`config.mk`:
```
export PLATFORM = sky130hd
export DESIGN_NAME = status_wr_gate
export DESIGN_NICKNAME = d
export VERILOG_FILES = /design/src/rtl/sr_gate_pkg.sv /design/src/rtl/sr_holdoff.sv /design/src/rtl/sr_decide.sv /design/src/rtl/status_wr_gate.sv
export SDC_FILE = /design/constraint.sdc
export NUM_CORES = 1
export LEC_CHECK = 0
export CORE_ASPECT_RATIO = 0.9
export CORE_MARGIN = 10
export CORE_UTILIZATION = 40
export CTS_BUF_LIST = sky130_fd_sc_hd__clkbuf_8
export DETAILED_ROUTE_END_ITERATION = 8
export PLACE_DENSITY = 0.79
export SYNTH_ARGS = -nofsm -noshare
export SYNTH_HDL_FRONTEND = slang
export SYNTH_HIERARCHICAL = 1
export SYNTH_SLANG_ARGS = --single-unit
```
`constraint.sdc`:
```
create_clock -name clk_i -period 3.6 [get_ports clk_i]
set_clock_uncertainty 0.1 [all_clocks]
set_input_delay 0.54 -clock clk_i [delete_from_list [all_inputs] [get_ports clk_i]]
set_output_delay 0.54 -clock clk_i [all_outputs]
set_load 0.01 [all_outputs]
```
`src/rtl/sr_gate_pkg.sv`:
```
package sr_gate_pkg;
  typedef enum logic [3:0] {
    CMD_NONE   = 4'd0,
    CMD_WREN   = 4'd1,
    CMD_WRDI   = 4'd2,
    CMD_PP     = 4'd3,
    CMD_QPP    = 4'd4,
    CMD_SE     = 4'd5,
    CMD_BE32   = 4'd6,
    CMD_BE64   = 4'd7,
    CMD_CE     = 4'd8,
    CMD_WRSR   = 4'd9,
    CMD_SECER  = 4'd10,
    CMD_SECPR  = 4'd11,
    CMD_SUSP   = 4'd12,
    CMD_RESUME = 4'd13
  } sr_cmd_e;

  typedef struct packed {
    logic wel;
    logic busy;
    logic sus;
    logic arr;
    logic srp;
    logic srl;
  } sr_flags_t;

  function automatic logic is_array_op(logic [3:0] c);
    return (c >= 4'd3) && (c <= 4'd8);
  endfunction
endpackage

```
`src/rtl/sr_holdoff.sv`:
```
module sr_holdoff #(
  parameter int HOLD_CYC = 16
) (
  input  logic clk_i,
  input  logic rst_ni,
  input  logic por_i,
  output logic hold_o
);
  localparam int CNT_W = $clog2(HOLD_CYC + 2);
  localparam logic [CNT_W-1:0] LOAD = CNT_W'(HOLD_CYC);

  logic [CNT_W-1:0] cnt_q;

  always_ff @(posedge clk_i or negedge rst_ni) begin
    if (!rst_ni)               cnt_q <= LOAD;
    else if (por_i)            cnt_q <= LOAD;
    else if (cnt_q != '0)      cnt_q <= cnt_q - 1'b1;
  end

  assign hold_o = (cnt_q != '0);
endmodule

```
`src/rtl/sr_decide.sv`:
```
module sr_decide
  import sr_gate_pkg::*;
#(
  parameter int NUM_SEC = 3,
  parameter int IDX_W   = 2
) (
  input  logic [3:0]         cmd_i,
  input  logic               hold_i,
  input  logic               wp_ni,
  input  logic [IDX_W-1:0]   sec_idx_i,
  input  sr_flags_t          flags_i,
  input  logic [NUM_SEC-1:0] lb_i,
  output logic               acc_o,
  output logic               rej_o,
  output logic               start_o,
  output logic               wrsr_o,
  output logic               wren_o,
  output logic               wrdi_o,
  output logic               susp_o,
  output logic               resume_o
);
  logic known, ok, gate, lb_hit;

  // out-of-range index reads as locked
  always_comb begin
    lb_hit = 1'b1;
    for (int i = 0; i < NUM_SEC; i++)
      if (sec_idx_i == IDX_W'(i)) lb_hit = lb_i[i];
  end

  assign gate = flags_i.wel && !flags_i.busy && !flags_i.sus && !hold_i;

  always_comb begin
    known = 1'b1;
    ok    = 1'b0;
    unique case (cmd_i)
      CMD_WREN:                  ok = !flags_i.busy && !hold_i;
      CMD_WRDI:                  ok = !flags_i.busy;
      CMD_PP, CMD_QPP, CMD_SE,
      CMD_BE32, CMD_BE64, CMD_CE: ok = gate;
      CMD_WRSR:                  ok = gate && !flags_i.srl && (!flags_i.srp || wp_ni);
      CMD_SECER, CMD_SECPR:      ok = gate && !lb_hit;
      CMD_SUSP:                  ok = flags_i.busy && flags_i.arr;
      CMD_RESUME:                ok = flags_i.sus && !flags_i.busy;
      default:                   known = 1'b0;
    endcase
  end

  assign acc_o    = known && ok;
  assign rej_o    = known && !ok;
  assign start_o  = acc_o && (cmd_i >= 4'd3) && (cmd_i <= 4'd11);
  assign wrsr_o   = acc_o && (cmd_i == CMD_WRSR);
  assign wren_o   = acc_o && (cmd_i == CMD_WREN);
  assign wrdi_o   = acc_o && (cmd_i == CMD_WRDI);
  assign susp_o   = acc_o && (cmd_i == CMD_SUSP);
  assign resume_o = acc_o && (cmd_i == CMD_RESUME);
endmodule

```
`src/rtl/status_wr_gate.sv`:
```
module status_wr_gate
  import sr_gate_pkg::*;
#(
  parameter int NUM_SEC  = 3,
  parameter int HOLD_CYC = 16,
  localparam int IDX_W   = $clog2(NUM_SEC + 1)
) (
  input  logic               clk_i,
  input  logic               rst_ni,
  input  logic               por_i,
  input  logic [3:0]         cmd_i,
  input  logic [IDX_W-1:0]   sec_idx_i,
  input  logic [NUM_SEC+1:0] sr_wdata_i,
  input  logic               wp_ni,
  input  logic               done_i,
  output logic               acc_o,
  output logic               rej_o,
  output logic               wel_o,
  output logic               busy_o,
  output logic               sus_o,
  output logic               srp_o,
  output logic               srl_o,
  output logic [NUM_SEC-1:0] lb_o
);
  sr_flags_t          flags_q;
  logic [NUM_SEC-1:0] lb_q;
  logic               acc_q, rej_q;
  logic               hold;
  logic acc, rej, start, wrsr, wren, wrdi, susp, resume;

  sr_holdoff #(.HOLD_CYC(HOLD_CYC)) i_holdoff (
    .clk_i  (clk_i),
    .rst_ni (rst_ni),
    .por_i  (por_i),
    .hold_o (hold)
  );

  sr_decide #(.NUM_SEC(NUM_SEC), .IDX_W(IDX_W)) i_decide (
    .cmd_i     (cmd_i),
    .hold_i    (hold),
    .wp_ni     (wp_ni),
    .sec_idx_i (sec_idx_i),
    .flags_i   (flags_q),
    .lb_i      (lb_q),
    .acc_o     (acc),
    .rej_o     (rej),
    .start_o   (start),
    .wrsr_o    (wrsr),
    .wren_o    (wren),
    .wrdi_o    (wrdi),
    .susp_o    (susp),
    .resume_o  (resume)
  );

  always_ff @(posedge clk_i or negedge rst_ni) begin
    if (!rst_ni) begin
      flags_q <= '0;
      lb_q    <= '0;
      acc_q   <= 1'b0;
      rej_q   <= 1'b0;
    end else if (por_i) begin
      flags_q.wel  <= 1'b0;
      flags_q.busy <= 1'b0;
      flags_q.sus  <= 1'b0;
      flags_q.arr  <= 1'b0;
      flags_q.srl  <= 1'b0;
      acc_q        <= 1'b0;
      rej_q        <= 1'b0;
    end else begin
      acc_q <= acc;
      rej_q <= rej;
      if (wren)               flags_q.wel <= 1'b1;
      else if (wrdi || start) flags_q.wel <= 1'b0;
      if (start) begin
        flags_q.busy <= 1'b1;
        flags_q.arr  <= is_array_op(cmd_i);
      end else if (resume) begin
        flags_q.busy <= 1'b1;
        flags_q.sus  <= 1'b0;
      end else if (susp) begin
        flags_q.busy <= 1'b0;
        flags_q.sus  <= 1'b1;
      end else if (done_i) begin
        flags_q.busy <= 1'b0;
      end
      if (wrsr) begin
        flags_q.srp <= sr_wdata_i[0];
        flags_q.srl <= flags_q.srl | sr_wdata_i[1];
        lb_q        <= lb_q | sr_wdata_i[2 +: NUM_SEC];
      end
    end
  end

  assign acc_o  = acc_q;
  assign rej_o  = rej_q;
  assign wel_o  = flags_q.wel;
  assign busy_o = flags_q.busy;
  assign sus_o  = flags_q.sus;
  assign srp_o  = flags_q.srp;
  assign srl_o  = flags_q.srl;
  assign lb_o   = lb_q;
endmodule

```
==> summary.md <==
| Metric | Value |
|---|---|
| Slowest CP cell | `or4b_4` |
| Post-Synthesis Cells | `approximately 90` |
| CP peak stage delay | `~0.55 ns` |
| Crit path launch type | `flip-flop` |
| Reg2reg start | `i_holdoff/cnt_q[0]$_DFFE_PN0P_` |
| Routed len/inst | `about 15 um` |
| CP most frequent cell | `nor2_1` |
| Worst Path Max Fanout | `6` |
| Mean Syn Cell Area | `a little over 10 um^2` |
| RSZ-0062 raised after global routing | `false` |
| Net Sw Power | `0.151 mW` |
| Root Driver | `clkbuf_8` |
| Skew-Pair Late Insertion Delay | `0.25 ns` |
| Number of synthesized register bits | `16` |
| Setup Viol. Count Final | `0` |
| Setup Fix Bufs, Post-CTS | `0` |
| Layout area overhead | `36.3%` |
| Initial core utilization | `about two fifths` |
| Routed Antenna Nets | `0` |
| Cell Rows | `16` |
| Hold_sp | `lb_o[1]$_DFFE_PN0P_` |
| Clk sinks | `16` |
| Post-DP HPWL | `around 1700 um` |
| Critical Path RT | `about 3.6 ns` |
| Vias post-DR | `between 700 and 800` |
| Max rail drop VDD | `about 0.00033 V` |
| Tot GR Track Use | `~9.7%` |
| Synth cell types | `39` |
| Gate power share | `27.4%` |
| HP Class | `reg -> reg` |
| Max cap viols | `0` |
| IO Pins | `26` |
| Outcome | `complete, no violations` |
| Fin Setup TNS | `0 ns` |
| Yosys warns | `6` |
| CP endpoint kind | `flip-flop` |
| # diodes | `0` |
| Detailed Route Iter0 Violations | `46` |
| Final net count | `135` |
| Hold_buf cts | `0` |
| DIE AREA | `roughly 0.0046 mm^2` |
| Flop2flop setup slack | `1.05 ns` |
| TritonCTS clock tree | `yes` |
| EDFF count, synth | `0` |
| Worst Hold End | `lb_o[1]$_DFFE_PN0P_` |
| CTS clk-pin slew, worst paths | `0.06 ns` |
| Fmax | `392 MHz` |
| R2R cell count | `8` |
| Chip height | `approximately 65 um` |
| PD cells | `between 400 and 500 mW/mm^2` |
| Delay-heaviest family, CP | `simple AND/OR/NAND/NOR gates` |
| Global-route wire length before repair | `roughly 3600 um` |
| Syn Std Cell Area | `around 900 um^2` |
| Largest net degree at the start of global routing | `17` |
| Vias in the first global route | `792` |
| Hold path depth | `1` |
| WS Path Type | `reg -> reg` |
| Register area share after synthesis | `44.5%` |
| Switching part of the total | `28.1%` |
| Worst path cell trace | `inv_1 -> ha_1 -> or4b_4 -> nor2_1 -> nand3_1 -> nor2_1 -> nor2b_1 -> mux2_2` |
| Fin crit share | `a little over 70%` |
| Max Root-Sink Buffers | `2` |
| Final Max Tran Viols | `0` |
| Initial antenna violation count | `0` |
| Least-Margin Pin Slew | `just over 0.7 ns` |
| Worst r2r dst | `srp_o$_DFFE_PN0P_` |
| Total design power | `0.538 mW` |
| Mapped Nets | `about 110` |
| Fin crit period | `between 2 and 3 ns` |
| Chip Width | `approximately 70 um` |
| Cell Int Power | `between 0.3 and 0.4 mW` |
| GPL Wtd Cong | `between 0.8 and 0.9` |
| Drt total wl | `roughly 2200 um` |
| Clock power frac | `between 20 and 30%` |
| P_leak | `0.544 nW` |
| Pre-antenna DRT Iters | `4` |
| Vias per std cell | `between 5 and 6` |
| Grt ovf | `0` |
| Reg power frac | `43.5%` |
| Fraction of registers with async set/reset | `100%` |
| Max transition margin | `about half` |
| DR DRC count | `0` |
| Worst path arrival time | `about 2.6 ns` |
| Post-CTS Resized | `0` |
| Buf/Inv on CP | `1` |
| Core Region | `0.00216 mm^2` |
| CTS Buf Count | `3` |
| IO buf count | `25` |
| CTS H-Tree Depth | `1` |
| Fraction of layout instances using a drive strength above 1 | `between 10% and 20%` |
| Final hold violations | `0` |
| Top_reg_cell synth | `dfrtp_1` |
==> layout by cell type (no fill, tap or decap), types with 3 or more instances in the layout <==
master,instances
clkdlybuf4s50_1,25
dfrtp_1,15
nor2_1,13
a21oi_1,7
inv_1,5
nor2b_1,4
a21o_1,4
clkbuf_8,4
nand2_1,3
and3_1,3
==> final cells by class <==
cell class              instances  area [um^2]
fillers                       195          932
multi-input cells              67          470
flip-flops and latches         16          402
repair buffers                 25          250
clock buffers                   4         55.1
well taps                      27         33.8
inverters                       5         18.8
==> power groups by stage <==
| stage | logic, mW | clock network [mW] | registers (mW) |
|---|---|---|---|
| 2_1_floorplan | 0.109 | 0 | 0.232 |
| 3_3_place_gp | 0.142 | 0 | 0.235 |
| 3_5_place_dp | 0.149 | 0 | 0.238 |
| 6_report | 0.147 | 0.156 | 0.234 |
| 5_1_grt | 0.168 | 0.170 | 0.239 |
| 4_1_cts | 0.150 | 0.161 | 0.234 |
==> cells by family (layout without fill, tap and decap cells) <==
family / Yosys count / count (layout) / synth area share (%)
xor gates and xnor gates: 1 / 1 / 0.971
muxes: 2 / 2 / 2.36
buffers and inverters: 6 / 34 / 3.33
AOI/OAI and AO/OA: 23 / 23 / 21.1
adders and majority gates: 1 / 1 / 1.39
and+or+nand+nor: 40 / 40 / 26.4
DFF: 16 / 16 / 44.5
==> worst max-delay path by stage <==
| stage | startpoint | endpoint | slack, ns | depth (start not counted) |
|---|---|---|---|---|
| 2_1_floorplan | i_holdoff/cnt_q[0]$_DFFE_PN0P_ | srp_o$_DFFE_PN0P_ | 1.24 | 9 |
| 3_5_place_dp | cmd_i[3] | srp_o$_DFFE_PN0P_ | 1.03 | 6 |
| 4_1_cts | i_holdoff/cnt_q[0]$_DFFE_PN0P_ | srp_o$_DFFE_PN0P_ | 1.05 | 8 |
| 6_report | i_holdoff/cnt_q[0]$_DFFE_PN0P_ | srp_o$_DFFE_PN0P_ | 1.05 | 8 |
| 3_3_place_gp | cmd_i[0] | srp_o$_DFFE_PN0P_ | 1.11 | 6 |
| 5_1_grt | i_holdoff/cnt_q[0]$_DFFE_PN0P_ | srp_o$_DFFE_PN0P_ | 0.92 | 8 |
==> worst register-to-register path, delay by kind of cell, from the launching register on <==
| family | cells | cell delay (ns) |
|---|---|---|
| mux | 1 | 0.37 |
| simple gates | 5 | 1.27 |
| flops | 1 | 0.40 |
| fa+ha+maj | 1 | 0.23 |
| buf+inv | 1 | 0.06 |
==> state kept, by name (all words and copies together) (netlist names) <==
register	count
i_holdoff/cnt_q	5
lb_o	3
acc_o	1
busy_o	1
flags_q	1
rej_o	1
srl_o	1
srp_o	1
sus_o	1
wel_o	1
==> per-layer routing <==
layer | vias to the layer above | GRT usage [%] | part of all wire [%]
li1 | 377 | - | -
met3 | 2 | 4.11 | 5.0
met4 | 0 | 3.94 | 1.2
met2 | 15 | 16.6 | 50
met5 | - | 0 | 0
met1 | 365 | 10.4 | 44
==> synthesized netlist by cell type (all sizes together) (2+ instances only) <==
| master | count | area share [%] |
|---|---|---|
| inv | 5 | 2.1 |
| and3 | 3 | 2.1 |
| or2 | 2 | 1.4 |
| nand2 | 3 | 1.2 |
| a211oi | 3 | 3.1 |
| dfrtp | 15 | 42 |
| a21oi | 7 | 3.9 |
| a41oi | 2 | 3.6 |
| nor2 | 14 | 6.1 |
| or4b | 2 | 2.6 |
| o21ai | 2 | 1.1 |
| nor2b | 6 | 4.7 |
| a21o | 4 | 3.3 |
==> stage by stage <==
step	cells	setup slack (ns)	hold slack, ns	cell area, um^2	utilization, %
6_report	144	1.05	0.385	1230	56.9
5_1_grt	144	0.917	0.417	1230	56.9
4_1_cts	144	1.05	0.391	1230	56.9
3_5_place_dp	140	1.03	0.377	1170	54.3
3_3_place_gp	140	1.11	0.373	1170	54.3
2_1_floorplan	89	1.24	0.144	902	-
Note: power is estimated with default switching activity, not from simulation.
